[src/rtl/resbus_pkg.sv]
package resbus_pkg;

    parameter int FU_W  = 2;
    parameter int DST_W = 3;
    parameter int PC_W  = 8;

    typedef enum logic [1:0] {
        K_EMPTY = 2'd0,
        K_NULL  = 2'd1,
        K_WRITE = 2'd2,
        K_STORE = 2'd3
    } slot_kind_e;

    typedef struct packed {
        slot_kind_e             kind;
        logic [FU_W-1:0]        fu;
        logic [DST_W-1:0]       dst;
        logic [PC_W-1:0]        pc;
    } slot_t;

endpackage

[src/rtl/resbus_issue_gate.sv]
module resbus_issue_gate
    import resbus_pkg::*;
#(
    parameter int N     = 6,
    parameter int LAT_W = 3
) (
    input  logic             req,
    input  logic [LAT_W-1:0] lat,
    input  logic             inorder,
    input  logic             halt,
    input  logic [N-1:0]     occ,
    output logic             fire,
    output logic [N-1:0]     place,
    output logic [N-1:0]     pad
);

    logic lat_ok;
    logic hit;

    always_comb begin
        lat_ok = (lat != '0) && (lat <= LAT_W'(N));
        place  = '0;
        for (int s = 0; s < N; s++) begin
            if (lat_ok && (lat == LAT_W'(s + 1))) place[s] = 1'b1;
        end
        hit  = |(place & occ);
        fire = req && !halt && lat_ok && !hit;
        pad  = '0;
        for (int s = 0; s < N; s++) begin
            if (fire && inorder && (LAT_W'(s + 1) < lat) && !occ[s]) pad[s] = 1'b1;
        end
    end

endmodule

[src/rtl/resbus_slot_chain.sv]
module resbus_slot_chain
    import resbus_pkg::*;
#(
    parameter int N = 6
) (
    input  logic         clk,
    input  logic         rst_n,
    input  logic         fire,
    input  logic [N-1:0] place,
    input  logic [N-1:0] pad,
    input  slot_t        new_slot,
    output logic [N-1:0] occ,
    output slot_t        head
);

    localparam slot_t EMPTY_SLOT = '{kind: K_EMPTY, fu: '0, dst: '0, pc: '0};
    localparam slot_t NULL_SLOT  = '{kind: K_NULL,  fu: '0, dst: '0, pc: '0};

    typedef struct packed {
        slot_t [N-2:0] stg;
    } chain_t;

    chain_t st_q, st_d;
    slot_t  base [N];
    slot_t  eff  [N];

    for (genvar s = 0; s < N; s++) begin : g_stage
        if (s < N - 1) begin : g_reg
            assign base[s] = st_q.stg[s];
        end else begin : g_top
            assign base[s] = EMPTY_SLOT;
        end
        assign occ[s] = (base[s].kind != K_EMPTY);
    end

    always_comb begin
        for (int s = 0; s < N; s++) begin
            eff[s] = base[s];
            if (fire && place[s]) eff[s] = new_slot;
            else if (pad[s])      eff[s] = NULL_SLOT;
        end
        head = eff[0];
        st_d = st_q;
        for (int s = 1; s < N; s++) begin
            st_d.stg[s-1] = eff[s];
        end
    end

    always_ff @(posedge clk or negedge rst_n) begin
        if (!rst_n) st_q <= '0;
        else        st_q <= st_d;
    end

endmodule

[src/rtl/resbus_retire.sv]
module resbus_retire
    import resbus_pkg::*;
(
    input  logic             clk,
    input  logic             rst_n,
    input  slot_t            head,
    input  logic             exc_in,
    output logic             bus_vld,
    output logic [FU_W-1:0]  bus_fu,
    output logic [DST_W-1:0] bus_dst,
    output logic [PC_W-1:0]  bus_pc,
    output logic             bus_we,
    output logic             st_release,
    output logic             exc_hold,
    output logic [PC_W-1:0]  exc_pc
);

    typedef struct packed {
        slot_t           bus;
        logic            halt;
        logic [PC_W-1:0] epc;
    } ret_t;

    ret_t r_q, r_d;
    logic real_q;
    logic take;

    always_comb begin
        real_q = (r_q.bus.kind == K_WRITE) || (r_q.bus.kind == K_STORE);
        take   = real_q && exc_in && !r_q.halt;
        r_d      = r_q;
        r_d.bus  = head;
        r_d.halt = r_q.halt || take;
        r_d.epc  = take ? r_q.bus.pc : r_q.epc;
    end

    always_ff @(posedge clk or negedge rst_n) begin
        if (!rst_n) r_q <= '0;
        else        r_q <= r_d;
    end

    assign bus_vld    = real_q;
    assign bus_fu     = r_q.bus.fu;
    assign bus_dst    = r_q.bus.dst;
    assign bus_pc     = r_q.bus.pc;
    assign bus_we     = (r_q.bus.kind == K_WRITE) && !r_q.halt && !exc_in;
    assign st_release = (r_q.bus.kind == K_STORE) && !r_q.halt && !exc_in;
    assign exc_hold   = r_q.halt;
    assign exc_pc     = r_q.epc;

endmodule

[src/rtl/resbus_sched.sv]
module resbus_sched
    import resbus_pkg::*;
#(
    parameter int N_STAGES = 6,
    localparam int LAT_W   = $clog2(N_STAGES + 1)
) (
    input  logic             clk,
    input  logic             rst_n,
    input  logic             inorder_en,
    input  logic             iss_req,
    input  logic [LAT_W-1:0] iss_lat,
    input  logic             iss_store,
    input  logic [FU_W-1:0]  iss_fu,
    input  logic [DST_W-1:0] iss_dst,
    input  logic [PC_W-1:0]  iss_pc,
    input  logic             exc_in,
    output logic             iss_stall,
    output logic             bus_vld,
    output logic [FU_W-1:0]  bus_fu,
    output logic [DST_W-1:0] bus_dst,
    output logic [PC_W-1:0]  bus_pc,
    output logic             bus_we,
    output logic             st_release,
    output logic             exc_hold,
    output logic [PC_W-1:0]  exc_pc
);

    logic [N_STAGES-1:0] occ;
    logic [N_STAGES-1:0] place;
    logic [N_STAGES-1:0] pad;
    logic                fire;
    slot_t               new_slot;
    slot_t               head;

    assign new_slot.kind = iss_store ? K_STORE : K_WRITE;
    assign new_slot.fu   = iss_fu;
    assign new_slot.dst  = iss_dst;
    assign new_slot.pc   = iss_pc;

    resbus_issue_gate #(.N(N_STAGES), .LAT_W(LAT_W)) u_gate (
        .req     (iss_req),
        .lat     (iss_lat),
        .inorder (inorder_en),
        .halt    (exc_hold),
        .occ     (occ),
        .fire    (fire),
        .place   (place),
        .pad     (pad)
    );

    resbus_slot_chain #(.N(N_STAGES)) u_chain (
        .clk      (clk),
        .rst_n    (rst_n),
        .fire     (fire),
        .place    (place),
        .pad      (pad),
        .new_slot (new_slot),
        .occ      (occ),
        .head     (head)
    );

    resbus_retire u_ret (
        .clk        (clk),
        .rst_n      (rst_n),
        .head       (head),
        .exc_in     (exc_in),
        .bus_vld    (bus_vld),
        .bus_fu     (bus_fu),
        .bus_dst    (bus_dst),
        .bus_pc     (bus_pc),
        .bus_we     (bus_we),
        .st_release (st_release),
        .exc_hold   (exc_hold),
        .exc_pc     (exc_pc)
    );

    assign iss_stall = iss_req && !fire;

endmodule

[config.mk]
export PLATFORM = sky130hd
export DESIGN_NAME = resbus_sched
export DESIGN_NICKNAME = d
export VERILOG_FILES = /design/src/rtl/resbus_pkg.sv /design/src/rtl/resbus_issue_gate.sv /design/src/rtl/resbus_slot_chain.sv /design/src/rtl/resbus_retire.sv /design/src/rtl/resbus_sched.sv
export SDC_FILE = /design/constraint.sdc
export NUM_CORES = 1
export LEC_CHECK = 0
export CAP_MARGIN = 30
export CORE_AREA = 2 2 93 95
export CTS_BUF_LIST = sky130_fd_sc_hd__clkbuf_16
export CTS_CLUSTER_SIZE = 30
export DETAILED_ROUTE_END_ITERATION = 10
export DIE_AREA = 0 0 95 97
export GPL_TIMING_DRIVEN = 0
export HOLD_SLACK_MARGIN = 0.12
export MAX_ROUTING_LAYER = met4
export PLACE_DENSITY = 0.74
export SLEW_MARGIN = 40
export SYNTH_ARGS = -nofsm -noshare
export SYNTH_HDL_FRONTEND = slang
export SYNTH_SLANG_ARGS = --single-unit
[constraint.sdc]
create_clock -name clk -period 1.6 [get_ports clk]
set_input_delay 0.32 -clock clk [delete_from_list [all_inputs] [get_ports clk]]
set_output_delay 0.32 -clock clk [all_outputs]
set_load 0.1 [all_outputs]
==> metrics.txt <==
# TYPE chip_impl_metric gauge
chip_impl_metric{name="grt.total_usage",unit=""} 0.177
chip_impl_metric{name="clock_latency",unit="ns"} 0.34
chip_impl_info{name="timing.critical_path.cells",value="nor2b_4 > o211a_4 > nand2_1 > o31a_4 > buf_12"} 1
chip_impl_metric{name="route.antenna.remaining_nets",unit=""} 0
chip_impl_metric{name="clkTransAtPathRegs",unit="ns"} 0.07
chip_impl_metric{name="totalWireLength",unit="mm"} 8.02
chip_impl_info{name="critical_path_end_type",value="output pin"} 1
chip_impl_info{name="rsz0062_at_grt",value="true"} 1
chip_impl_info{name="largest_family_of_logic_cells_by_synthesized_area",value="compound AO/OA/AOI/OAI gates"} 1
chip_impl_metric{name="post_route_cells_drive_above_1_share",unit=""} 0.401
chip_impl_metric{name="max_freq",unit="MHz"} 491
chip_impl_info{name="hold_path_class",value="in -> async"} 1
chip_impl_info{name="routed.top_layer",value="met4"} 1
chip_impl_metric{name="layout_setup_ws",unit="ns"} -0.436
chip_impl_metric{name="design.core.area",unit="mm^2"} 0.00813
chip_impl_metric{name="cts_inserted_buffers",unit=""} 9
chip_impl_metric{name="count_of_final_hold_check_violations",unit=""} 0
chip_impl_metric{name="chipHeight",unit="um"} 97
chip_impl_metric{name="synth_seq_area_share",unit=""} 0.625
chip_impl_metric{name="timing.clock.skew",unit="ns"} 0.00607
chip_impl_info{name="critPathSlowestCell",value="sky130_fd_sc_hd__dfrtp_4"} 1
chip_impl_metric{name="path_max_fanout",unit=""} 4
chip_impl_info{name="cts-root-buf",value="sky130_fd_sc_hd__clkbuf_16"} 1
chip_impl_info{name="timing_worst_setup_path_type",value="reg -> out"} 1
chip_impl_metric{name="post-route-cell-area",unit="mm^2"} 0.00524
chip_impl_info{name="worstSetupStartpoint",value="u_ret.exc_hold"} 1
chip_impl_info{name="critical_path.startpoint_type",value="flip-flop"} 1
chip_impl_metric{name="io_buffers",unit=""} 47
chip_impl_metric{name="synthesis.yosys.warnings",unit=""} 0
chip_impl_metric{name="crit_path_largest_cell_delay",unit="ns"} 0.49
chip_impl_metric{name="seq_area",unit="mm^2"} 0.00248
chip_impl_metric{name="first_pass_iters",unit=""} 4
chip_impl_metric{name="setup-violations-final",unit=""} 73
chip_impl_info{name="critPathTopFamily",value="flip-flops"} 1
chip_impl_metric{name="antenna_found_initial",unit=""} 0
chip_impl_metric{name="cts_buffer_depth",unit=""} 2
chip_impl_metric{name="worst_slew_pin_slew",unit="ns"} 0.486
chip_impl_metric{name="place.gp.congestion",unit=""} 0.772
chip_impl_metric{name="syn_area",unit="mm^2"} 0.00396
chip_impl_metric{name="synth_async_sr_flop_share",unit=""} 1.00
chip_impl_metric{name="synthSimpleGateAreaFrac",unit=""} 0.100
chip_impl_metric{name="final_util",unit=""} 0.644
chip_impl_metric{name="detailroute.wirelength.met3",unit="um"} 329
chip_impl_info{name="r2r_start",value="u_ret.exc_hold"} 1
chip_impl_metric{name="wl_met1",unit="mm"} 3.49
chip_impl_metric{name="dieArea",unit="mm^2"} 0.00922
chip_impl_metric{name="tritoncts_num_sinks",unit=""} 99
chip_impl_metric{name="synthMuxAreaShare",unit=""} 0.0256
chip_impl_metric{name="dr.first_iter.drc_count",unit=""} 138
chip_impl_metric{name="met2_wire_length",unit="mm"} 4.03
chip_impl_metric{name="yosys.area_share.adder",unit=""} 0
chip_impl_metric{name="synthesis.instances",unit=""} 289
chip_impl_metric{name="synthesized_netlist_net_count",unit=""} 311
chip_impl_info{name="synth_top_flop_cell",value="sky130_fd_sc_hd__dfrtp_1"} 1
chip_impl_metric{name="first_global_vias",unit=""} 2454
chip_impl_metric{name="synth_compound_area_frac",unit=""} 0.177
chip_impl_info{name="violations",value="negative setup slack"} 1
chip_impl_metric{name="placedCellCount",unit=""} 442
chip_impl_metric{name="detailed_place.area",unit="mm^2"} 0.00453
chip_impl_metric{name="drt_drc_violations_left",unit=""} 0
chip_impl_metric{name="p_leak",unit="nW"} 2.62
chip_impl_info{name="cts_tree",value="done"} 1
chip_impl_metric{name="hold_slack",unit="ns"} 0.428
chip_impl_metric{name="start_util",unit=""} 0.487
chip_impl_metric{name="critical_path.n_buffers_inverters",unit=""} 1
chip_impl_metric{name="num_antenna_cells",unit=""} 0
chip_impl_metric{name="net_total_in_the_final_layout",unit=""} 396
chip_impl_metric{name="num_rows",unit=""} 33
chip_impl_metric{name="cellPowerDensity",unit="mW/mm^2"} 1170
chip_impl_metric{name="synth_xor_xnor_area_share",unit=""} 0
chip_impl_metric{name="crit_cells",unit=""} 5
chip_impl_info{name="leading_cell_type_in_the_layout_fill_and_taps_excluded",value="sky130_fd_sc_hd__dfrtp_1"} 1
chip_impl_metric{name="htreeDepth",unit=""} 3
chip_impl_metric{name="first_pass_grt_wire_length",unit="mm"} 11.9
chip_impl_metric{name="synth_enable_flop_cells",unit=""} 0
chip_impl_metric{name="required",unit="ns"} 1.28
chip_impl_metric{name="final_cells",unit=""} 484
chip_impl_metric{name="areaGrowthSynthToFinish",unit="%"} 32.2
chip_impl_metric{name="worst_ep_arrival_time",unit="ns"} 1.72
chip_impl_metric{name="max-vdd-ir-drop",unit="V"} 0.000645
chip_impl_metric{name="synth.avg_cell_area",unit="um^2"} 13.7
chip_impl_metric{name="multi_input_comb_area",unit="mm^2"} 0.00135
chip_impl_metric{name="grt_max_degree",unit=""} 69
chip_impl_metric{name="globalRouteOverflowTotal",unit=""} 0
chip_impl_metric{name="timing.slew.headroom",unit=""} 0.678
chip_impl_metric{name="cap_viol_max_count",unit=""} 0
chip_impl_metric{name="postSynthRegisterBits",unit=""} 99
chip_impl_metric{name="final_period_demand_of_the_worst_path",unit="ns"} 2.04
chip_impl_metric{name="reg2reg_depth",unit=""} 9
chip_impl_info{name="outcome",value="complete, but fails checks"} 1
chip_impl_metric{name="final_max_slew_viol_count",unit=""} 0
chip_impl_metric{name="die_x",unit="um"} 95
chip_impl_info{name="layout.cells.most_common_list",value="sky130_fd_sc_hd__dfrtp_1 (97), sky130_fd_sc_hd__a22o_1 (62), sky130_fd_sc_hd__buf_4 (38), sky130_fd_sc_hd__buf_6 (24), sky130_fd_sc_hd__buf_2 (21)"} 1
chip_impl_metric{name="synth.lib_cells_used.distinct",unit=""} 46
chip_impl_metric{name="boundaryPins",unit=""} 48
chip_impl_metric{name="fin_crit_sh",unit=""} 1.27
chip_impl_metric{name="filler_cell_count",unit=""} 596
chip_impl_metric{name="detail_route.vias_per_cell",unit=""} 5.30
chip_impl_metric{name="wl_per_cell",unit="um"} 16.6
chip_impl_metric{name="detailroute.via_count",unit=""} 2567
chip_impl_metric{name="post-dp-hpwl",unit="mm"} 5.09
where the power goes:
group | total (mW) | internal (mW) | switching (mW)
combinational | 1.34 | 0.484 | 0.852
sequential | 2.75 | 2.66 | 0.0892
clock | 2.03 | 1.08 | 0.948
cells by family (layout without fill, tap and decap cells):
kind of cell	after synthesis	count (layout)
simple gates	57	57
buf+inv	43	133
mux	9	9
flops	99	99
compound gates	81	81
synthesized netlist by cell type (all sizes together), types with 3 or more instances:
| cell type | count | area, um^2 |
|---|---|---|
| a22o | 65 | 573 |
| a22oi | 3 | 22.5 |
| and2 | 15 | 93.8 |
| buf | 34 | 251 |
| clkbuf | 4 | 15.0 |
| dfrtp | 99 | 2480 |
| inv | 5 | 18.8 |
| mux2 | 9 | 101 |
| nand2 | 4 | 15.0 |
| nand3b | 3 | 22.5 |
| nor2 | 5 | 21.3 |
| nor3 | 5 | 36.3 |
| or2 | 5 | 31.3 |
worst reg2reg max path: stages (launching register included):
cell and delay [ns]:
sky130_fd_sc_hd__dfrtp_4 0.49, sky130_fd_sc_hd__nor2b_4 0.18, sky130_fd_sc_hd__o211a_4 0.19, sky130_fd_sc_hd__buf_4 0.11, sky130_fd_sc_hd__buf_6 0.08, sky130_fd_sc_hd__buf_6 0.08
sky130_fd_sc_hd__buf_8 0.12, sky130_fd_sc_hd__nand4_2 0.20, sky130_fd_sc_hd__buf_6 0.21, sky130_fd_sc_hd__a22o_1 0.19
path summary, 6_finish.rpt:
check | end | slack [ns]
max | iss_stall | -0.44
min | u_ret.r_q[23] | 0.43
max reg2reg | u_ret.bus_pc[1] | -0.37
min reg2reg | u_chain.base[51] | 0.46
max in group asynchronous | u_chain.base[42] | 0.57
min in group clk | u_chain.base[51] | 0.46
area by class of cell:
| cell class | instances | share of cell area |
|---|---|---|
| inverter | 5 | 0.00358 |
| tap | 105 | 0.0251 |
| clock buffer | 9 | 0.0430 |
| timing repair buffer | 76 | 0.127 |
| multi-input combinational | 147 | 0.257 |
| sequential | 99 | 0.474 |
| buffer | 36 | 0.0588 |
| clock inverter | 7 | 0.0115 |
stage by stage:
stage	TNS, ns	power (mW)	setup WS (ns)
finish	-21.78	6.11	-0.436
global placement	-362.67	3.96	-3.66
global route	-26.89	6.33	-0.505
floorplan	-11.48	3.66	-0.519
detailed placement	-53.62	3.94	-0.883
CTS	-7.12	6.05	-0.418
state kept, by name, summed over array words and instances, names as in the netlist:
| signal | flops |
|---|---|
| u_chain.base | 75 |
| u_ret.bus_pc | 8 |
| u_ret.exc_pc | 8 |
| u_ret.bus_dst | 3 |
| u_ret.bus_fu | 2 |
| u_ret.r_q | 2 |
| u_ret.exc_hold | 1 |
routing by layer:
metal	up-vias	GRT usage
met5	-	-
met2	72	0.277
met4	0	0.0658
met3	14	0.0452
met1	1259	0.223
li1	1222	-
timing repair:
action,4_1_cts,5_1_grt
hold buffers,1,0
pin swaps,6,15
setup buffers,11,13
resized for setup,38,32
gates cloned,1,2
hold endpoints to repair,31,0
endpoints found under the setup margin,87,86
No activity file was read; power rests on OpenSTA's default activity.
